`config.mk`:
```
export PLATFORM = sky130hd
export DESIGN_NAME = useq_sequencer
export DESIGN_NICKNAME = d
export VERILOG_FILES = /design/src/rtl/useq_pkg.sv /design/src/rtl/useq_phase_gen.sv /design/src/rtl/useq_ctrl_store.sv /design/src/rtl/useq_branch_sel.sv /design/src/rtl/useq_sequencer.sv
export SDC_FILE = /design/constraint.sdc
export NUM_CORES = 1
export LEC_CHECK = 0
export ABC_CLOCK_PERIOD_IN_PS = 5000
export BUFFER_PORTS_ARGS = -buffer_cell sky130_fd_sc_hd__buf_2
export CAP_MARGIN = 10
export CORE_UTILIZATION = 60
export DETAILED_ROUTE_END_ITERATION = 10
export PLACE_DENSITY = 0.78
export SLEW_MARGIN = 20
export SYNTH_ARGS = -nofsm -noshare
export SYNTH_HDL_FRONTEND = slang
export SYNTH_SLANG_ARGS = --single-unit
export TNS_END_PERCENT = 100
```
`constraint.sdc`:
```
create_clock -name clk -period 5 [get_ports clk]
set_clock_uncertainty 0.1 [all_clocks]
set_input_delay 1 -clock clk [delete_from_list [all_inputs] [get_ports clk]]
set_output_delay 1 -clock clk [all_outputs]
set_load 0.01 [all_outputs]
```
`src/rtl/useq_pkg.sv`:
```
package useq_pkg;

    localparam int unsigned USEQ_ADDR_W = 7;
    localparam int unsigned USEQ_CTRL_W = 16;
    localparam int unsigned USEQ_TEST_W = 4;
    localparam int unsigned USEQ_COND_W = 2;

    typedef enum logic [1:0] {
        PH_FETCH = 2'd0,
        PH_LATCH = 2'd1,
        PH_EXEC  = 2'd2,
        PH_WRITE = 2'd3
    } phase_e;

    typedef enum logic [1:0] {
        BR_NEVER  = 2'b00,
        BR_NEG    = 2'b01,
        BR_DIGIT  = 2'b10,
        BR_ALWAYS = 2'b11
    } cond_e;

    // Datapath control word of control-store entry a
    function automatic logic [31:0] cs_ctrl(input int unsigned a);
        case (a)
            0: return 32'h0000_0000;
            1: return 32'h0000_0804;
            2: return 32'h0000_0018;
            3: return 32'h0000_1068;
            4: return 32'h0000_103A;
            default: return 32'((a * 613 + 29) % 65536);
        endcase
    endfunction

    function automatic logic [1:0] cs_cond(input int unsigned a);
        case (a)
            0, 1, 2: return BR_NEVER;
            3:       return BR_NEG;
            4:       return BR_DIGIT;
            default: return 2'(a % 4);
        endcase
    endfunction

    function automatic logic [3:0] cs_test(input int unsigned a);
        if (a <= 4) return 4'd0;
        return 4'(a % 10);
    endfunction

    function automatic logic [31:0] cs_target(input int unsigned a, input int unsigned depth);
        case (a)
            0, 1, 2: return 32'd0;
            3:       return 32'd9;
            4:       return 32'd64 % depth;
            default: return 32'((a * 3 + 5) % depth);
        endcase
    endfunction

endpackage

```
`src/rtl/useq_phase_gen.sv`:
```
module useq_phase_gen
    import useq_pkg::*;
(
    input  logic   clk,
    input  logic   rst,
    output phase_e phase
);

    always_ff @(posedge clk) begin
        if (rst) begin
            phase <= PH_FETCH;
        end else begin
            phase <= phase_e'(phase + 2'd1);
        end
    end

    AST_PHASE_STEP: assert property (@(posedge clk) disable iff (rst)
        !$past(rst) |-> (phase == phase_e'($past(phase) + 2'd1))) else $error("phase step");

endmodule

```
`src/rtl/useq_ctrl_store.sv`:
```
module useq_ctrl_store
    import useq_pkg::*;
#(
    parameter int unsigned ADDR_W = USEQ_ADDR_W,
    parameter int unsigned CTRL_W = USEQ_CTRL_W
) (
    input  logic [ADDR_W-1:0]      rd_addr,
    output logic [CTRL_W-1:0]      rd_ctrl,
    output logic [USEQ_COND_W-1:0] rd_cond,
    output logic [USEQ_TEST_W-1:0] rd_test,
    output logic [ADDR_W-1:0]      rd_target
);

    localparam int unsigned DEPTH  = 1 << ADDR_W;
    localparam int unsigned WORD_W = CTRL_W + USEQ_COND_W + USEQ_TEST_W + ADDR_W;

    logic [WORD_W-1:0] rom [DEPTH];

    for (genvar i = 0; i < DEPTH; i++) begin : g_word
        localparam logic [CTRL_W-1:0]      W_CTRL = CTRL_W'(cs_ctrl(i));
        localparam logic [USEQ_COND_W-1:0] W_COND = cs_cond(i);
        localparam logic [USEQ_TEST_W-1:0] W_TEST = cs_test(i);
        localparam logic [ADDR_W-1:0]      W_TGT  = ADDR_W'(cs_target(i, DEPTH));
        assign rom[i] = {W_CTRL, W_COND, W_TEST, W_TGT};
    end

    assign {rd_ctrl, rd_cond, rd_test, rd_target} = rom[rd_addr];

endmodule

```
`src/rtl/useq_branch_sel.sv`:
```
module useq_branch_sel
    import useq_pkg::*;
(
    input  logic [USEQ_COND_W-1:0] cond,
    input  logic                   neg,
    input  logic [USEQ_TEST_W-1:0] digit,
    input  logic [USEQ_TEST_W-1:0] test,
    output logic                   take
);

    always_comb begin
        case (cond_e'(cond))
            BR_NEVER:  take = 1'b0;
            BR_NEG:    take = neg;
            BR_DIGIT:  take = (digit == test);
            BR_ALWAYS: take = 1'b1;
            default:   take = 1'b0;
        endcase
    end

endmodule

```
`src/rtl/useq_sequencer.sv`:
```
module useq_sequencer
    import useq_pkg::*;
#(
    parameter int unsigned ADDR_W = USEQ_ADDR_W,
    parameter int unsigned CTRL_W = USEQ_CTRL_W
) (
    input  logic                   clk,
    input  logic                   rst,
    input  logic                   neg_flag,
    input  logic [USEQ_TEST_W-1:0] carry_digit,
    output logic [1:0]             phase,
    output logic [ADDR_W-1:0]      mpc,
    output logic [ADDR_W-1:0]      s_latch,
    output logic [CTRL_W-1:0]      mir_ctrl,
    output logic [USEQ_COND_W-1:0] mir_cond,
    output logic [USEQ_TEST_W-1:0] mir_test,
    output logic [ADDR_W-1:0]      mir_addr
);

    phase_e                   ph;
    logic [ADDR_W-1:0]        mpc_q;
    logic [ADDR_W-1:0]        succ_q;
    logic                     take_q;
    logic                     take_now;
    logic [CTRL_W-1:0]        ir_ctrl_q;
    logic [USEQ_COND_W-1:0]   ir_cond_q;
    logic [USEQ_TEST_W-1:0]   ir_test_q;
    logic [ADDR_W-1:0]        ir_tgt_q;
    logic [CTRL_W-1:0]        cs_ctrl_w;
    logic [USEQ_COND_W-1:0]   cs_cond_w;
    logic [USEQ_TEST_W-1:0]   cs_test_w;
    logic [ADDR_W-1:0]        cs_tgt_w;

    useq_phase_gen i_phase (
        .clk   (clk),
        .rst   (rst),
        .phase (ph)
    );

    useq_ctrl_store #(
        .ADDR_W (ADDR_W),
        .CTRL_W (CTRL_W)
    ) i_store (
        .rd_addr   (mpc_q),
        .rd_ctrl   (cs_ctrl_w),
        .rd_cond   (cs_cond_w),
        .rd_test   (cs_test_w),
        .rd_target (cs_tgt_w)
    );

    useq_branch_sel i_branch (
        .cond  (ir_cond_q),
        .neg   (neg_flag),
        .digit (carry_digit),
        .test  (ir_test_q),
        .take  (take_now)
    );

    always_ff @(posedge clk) begin
        if (rst) begin
            mpc_q     <= '0;
            succ_q    <= '0;
            take_q    <= 1'b0;
            ir_ctrl_q <= '0;
            ir_cond_q <= '0;
            ir_test_q <= '0;
            ir_tgt_q  <= '0;
        end else begin
            case (ph)
                PH_FETCH: begin
                    ir_ctrl_q <= cs_ctrl_w;
                    ir_cond_q <= cs_cond_w;
                    ir_test_q <= cs_test_w;
                    ir_tgt_q  <= cs_tgt_w;
                end
                PH_EXEC: begin
                    succ_q <= mpc_q + 1'b1;
                    take_q <= take_now;
                end
                PH_WRITE: begin
                    mpc_q <= take_q ? ir_tgt_q : succ_q;
                end
                default: ;
            endcase
        end
    end

    assign phase    = ph;
    assign mpc      = mpc_q;
    assign s_latch  = succ_q;
    assign mir_ctrl = ir_ctrl_q;
    assign mir_cond = ir_cond_q;
    assign mir_test = ir_test_q;
    assign mir_addr = ir_tgt_q;

    AST_MIR_HOLD: assert property (@(posedge clk) disable iff (rst)
        (ph != PH_FETCH) |=> ($stable(ir_ctrl_q) && $stable(ir_cond_q) && $stable(ir_tgt_q))) else $error("mir");
    AST_SUCC_INC: assert property (@(posedge clk) disable iff (rst)
        (ph == PH_EXEC) |=> (succ_q == $past(mpc_q) + 1'b1)) else $error("succ");
    AST_NEVER_TAKEN: assert property (@(posedge clk) disable iff (rst)
        (ph == PH_EXEC && ir_cond_q == BR_NEVER) |=> !take_q) else $error("never");
    AST_ALWAYS_TAKEN: assert property (@(posedge clk) disable iff (rst)
        (ph == PH_EXEC && ir_cond_q == BR_ALWAYS) |=> take_q) else $error("always");
    AST_MPC_HOLD: assert property (@(posedge clk) disable iff (rst)
        (ph != PH_WRITE) |=> $stable(mpc_q)) else $error("mpc");
    AST_MPC_SELECT: assert property (@(posedge clk) disable iff (rst)
        (ph == PH_WRITE) |=> (mpc_q == $past(ir_tgt_q) || mpc_q == $past(succ_q))) else $error("sel");

endmodule

```
==> out/qor.yml <==
clocking:
  cts-root-buf: "clkbuf_8"
  path_clk_slew_ns: 0.11
  cts_buffers: 5
  cts_setup_buffers: 0
  clkSinkCount: 46
  insertion_delay_ns: 0.32
  post_cts_resized: 0
  cts_tree: "yes"
  holdBufCountCts: 0
  htreeDepth: 2
  ctsLongestPathBuffers: 2
sta:
  worst_slew_pin_slew_ns: 0.887
  max_freq_mhz: 294
  setup_violations: 0
  drv_slew: 0
  relSlewSlack_pct: 40.9
  fin_crit_sh_pct: 68.0
  min_period_ns: 3.40
  hold_violations: 0
  rsz0062_at_grt: "false"
  tns_ns: 0
  fin_ws_ns: 1.60
worst_setup_path:
  path_max_fanout: 43
  crit_slowest_cell: "dfxtp_2"
  path_cells: "inv_1 > ha_1 > and2b_1 > a21oi_1 > mux4_2 > or2_0 > a311oi_1"
  worstSetupStartpointType: "flip-flop"
  rr_worst_depth: 7
  crit_arrival_ns: 3.51
  crit_type: "flip-flop to flip-flop"
  cp.required_ns: 5.11
  crit_path_end_kind: "flip-flop"
  rr_endpoint: "mir_test[1]"
  r2r-start: "mpc[2]"
  path_buf_inv: 1
  rrSetupSlack_ns: 1.60
  path_depth: 7
  cpPeakStageDelay_ns: 0.86
  crit_family: "flip-flops"
floorplanning:
  die_w_um: 92.0
  fp.dieH_um: 92.0
  core_area_um2: 7770
  rows: 32
  start_util_pct: 62.6
  pin_count: 52
  dieArea_um2: 8470
min_path:
  hold_depth: 1
  hold_class: "flip-flop to flip-flop"
  whs_endpoint: "i_phase.phase[0]"
  hp-start: "i_phase.phase[0]"
cells_and_area:
  final_nets: 646
  drive_above_1_share_pct: 17.0
  n_antenna_cell: 0
  area_delta_synth_final_pct: 2.68
  instances_no_fill: 721
  fin_area_um2: 4990
global_routing:
  grt_pass1_wl_mm: 25.6
  grt_usage_pct: 38.3
  gr-total-overflow: 0
  grt_pass1_vias: 4771
  grt_max_degree: 55
  antenna_found_initial: 0
routing:
  drt_iter0_markers: 734
  via_per_inst: 7.30
  drc: 0
  postRouteAntennaNets: 0
  wl_per_cell_um: 22.3
  drt_first_pass_iters: 5
  vias: 5262
  wl_mm: 16.1
synth:
  synth_top_family_by_area: "compound AO/OA/AOI/OAI gates"
  yosysSeqAreaShare_pct: 18.9
  synthTopCellsByCount: "73 x nor2_1, 46 x dfxtp_1, 46 x nand2_1"
  synth_nets: 655
  synthTopCellsByArea: "dfxtp_1 19%, mux4_2 6.0%, nor2_1 5.6%"
  synth_area_um2: 4860
  synth.avg_cell_area_um2: 7.75
  yosysWarnings: 0
  yosys.area.top_type: "dfxtp_1"
  synth.most_common_cell: "nor2_1"
  yosysTopAreaCellShare_pct: 18.9
  synth_compound_area_share_pct: 32.3
  synth_edf_count: 0
  synthArstFlopShare_pct: 0
  synth-simple-area-share_pct: 19.2
  synth_cells: 627
  ys_types: 71
  synth-seq-cells: 46
  synth_xor_area_share_pct: 1.80
  synth_ff_type: "dfxtp_1"
  synth_fa_ha_area_share_pct: 5.40
  muxShareOfSynthArea_pct: 11.9
pwr:
  swShare_pct: 41.0
  leakage_nw: 1.86
  power_mw: 1.16
  power_density_nw_per_um2: 233
  comb_power_share_pct: 40.5
  pwr-share-clk_pct: 21.4
  p_int_uw: 685
  p_seq_share_pct: 38.1
  switchingPower_uw: 476
  ir_worst_vdd_mv: 0.147
place:
  dp_hpwl_mm: 10.4
  preCtsSetupSlack_ns: 1.74
  port_buffers: 51
  gp_congestion: 0.965
  placedCellCount: 713
  dpl-instance-area_um2: 4900
status:
  status: "complete, no violations"
flow_run:
  maxCapViolations: 0
## metal layers
layer  vias up  track usage, %  part of all wire (%)
met5         -               0                     0
met4         0            19.0                   4.1
met3        69            7.55                    11
met2       395            57.7                    45
met1      2468            51.9                    40
li1       2330               -                     -
## registers in the layout, indices dropped and copies added (netlist names)
name and flops:
i_phase.phase 2, mir_addr 7, mir_cond 2, mir_ctrl 16
mir_test 4, mpc 7, s_latch 7, take_q 1
## cells in the final DEF (no fill, tap or decap), types with 11 or more instances in the layout
cell type / synthesis / final
inv_1: 17 / 17
nor3_1: 12 / 12
nor2_1: 73 / 73
a31oi_1: 11 / 11
nand2b_1: 15 / 15
buf_2: 26 / 51
a21oi_1: 33 / 33
nor2b_1: 13 / 13
nand2_1: 46 / 46
a311oi_1: 13 / 13
o211ai_1: 17 / 17
ha_1: 21 / 21
mux2i_1: 23 / 23
a211oi_1: 24 / 24
o21ai_0: 30 / 30
dfxtp_1: 46 / 42
buf_4: 12 / 11
mux4_2: 13 / 13
## worst register-to-register path, cell delays in order (launching register included)
cell      delay, ns
dfxtp_2        0.86
inv_1          0.57
ha_1           0.50
and2b_1        0.23
a21oi_1        0.05
mux4_2         0.48
or2_0          0.20
a311oi_1       0.30
## power groups by stage
| stage | clock (mW) | combinational, mW | sequential [mW] |
|---|---|---|---|
| 6_report | 0.249 | 0.471 | 0.442 |
| 5_1_grt | 0.265 | 0.506 | 0.446 |
| 4_1_cts | 0.244 | 0.458 | 0.441 |
| 3_5_place_dp | 0 | 0.455 | 0.449 |
| 3_3_place_gp | 0 | 0.449 | 0.448 |
| 2_1_floorplan | 0 | 0.343 | 0.448 |
## metrics by stage
stage	utilization, %	hold WS (ns)
final	64.3	0.365
after global routing	64.3	0.396
after detailed placement	63.1	0.331
after floorplan	-	0.355
after global placement	63.1	0.320
after CTS	64.3	0.353
## how the worst max path moves through the flow
stage	start	end	slack, ns
floorplan	mpc[2]	mir_test[1]	2.23
global placement	mpc[2]	mir_test[1]	1.82
detailed placement	mpc[2]	mir_test[1]	1.74
CTS	mpc[2]	mir_test[1]	1.70
global route	mpc[2]	mir_test[1]	1.43
finish	mpc[2]	mir_test[1]	1.60
## cell families (layout without fill, tap and decap cells)
kind of cell | after synthesis | in the layout
compound gates | 213 | 213
simple gates | 198 | 198
buf+inv | 98 | 90
flops | 46 | 46
mux | 41 | 41
fa+ha+maj | 21 | 21
xor+xnor | 10 | 10
## layout make-up
| type | instances | area, µm² |
|---|---|---|
| fill | 672 | 2780 |
| multi-input combinational | 483 | 3440 |
| timing repair buffer | 62 | 338 |
| clock buffer | 5 | 68.8 |
| sequential | 46 | 926 |
| tap | 102 | 128 |
| clock inverter | 3 | 21.3 |
| inverter | 20 | 75.1 |
Power figures use the tool's default switching activity.
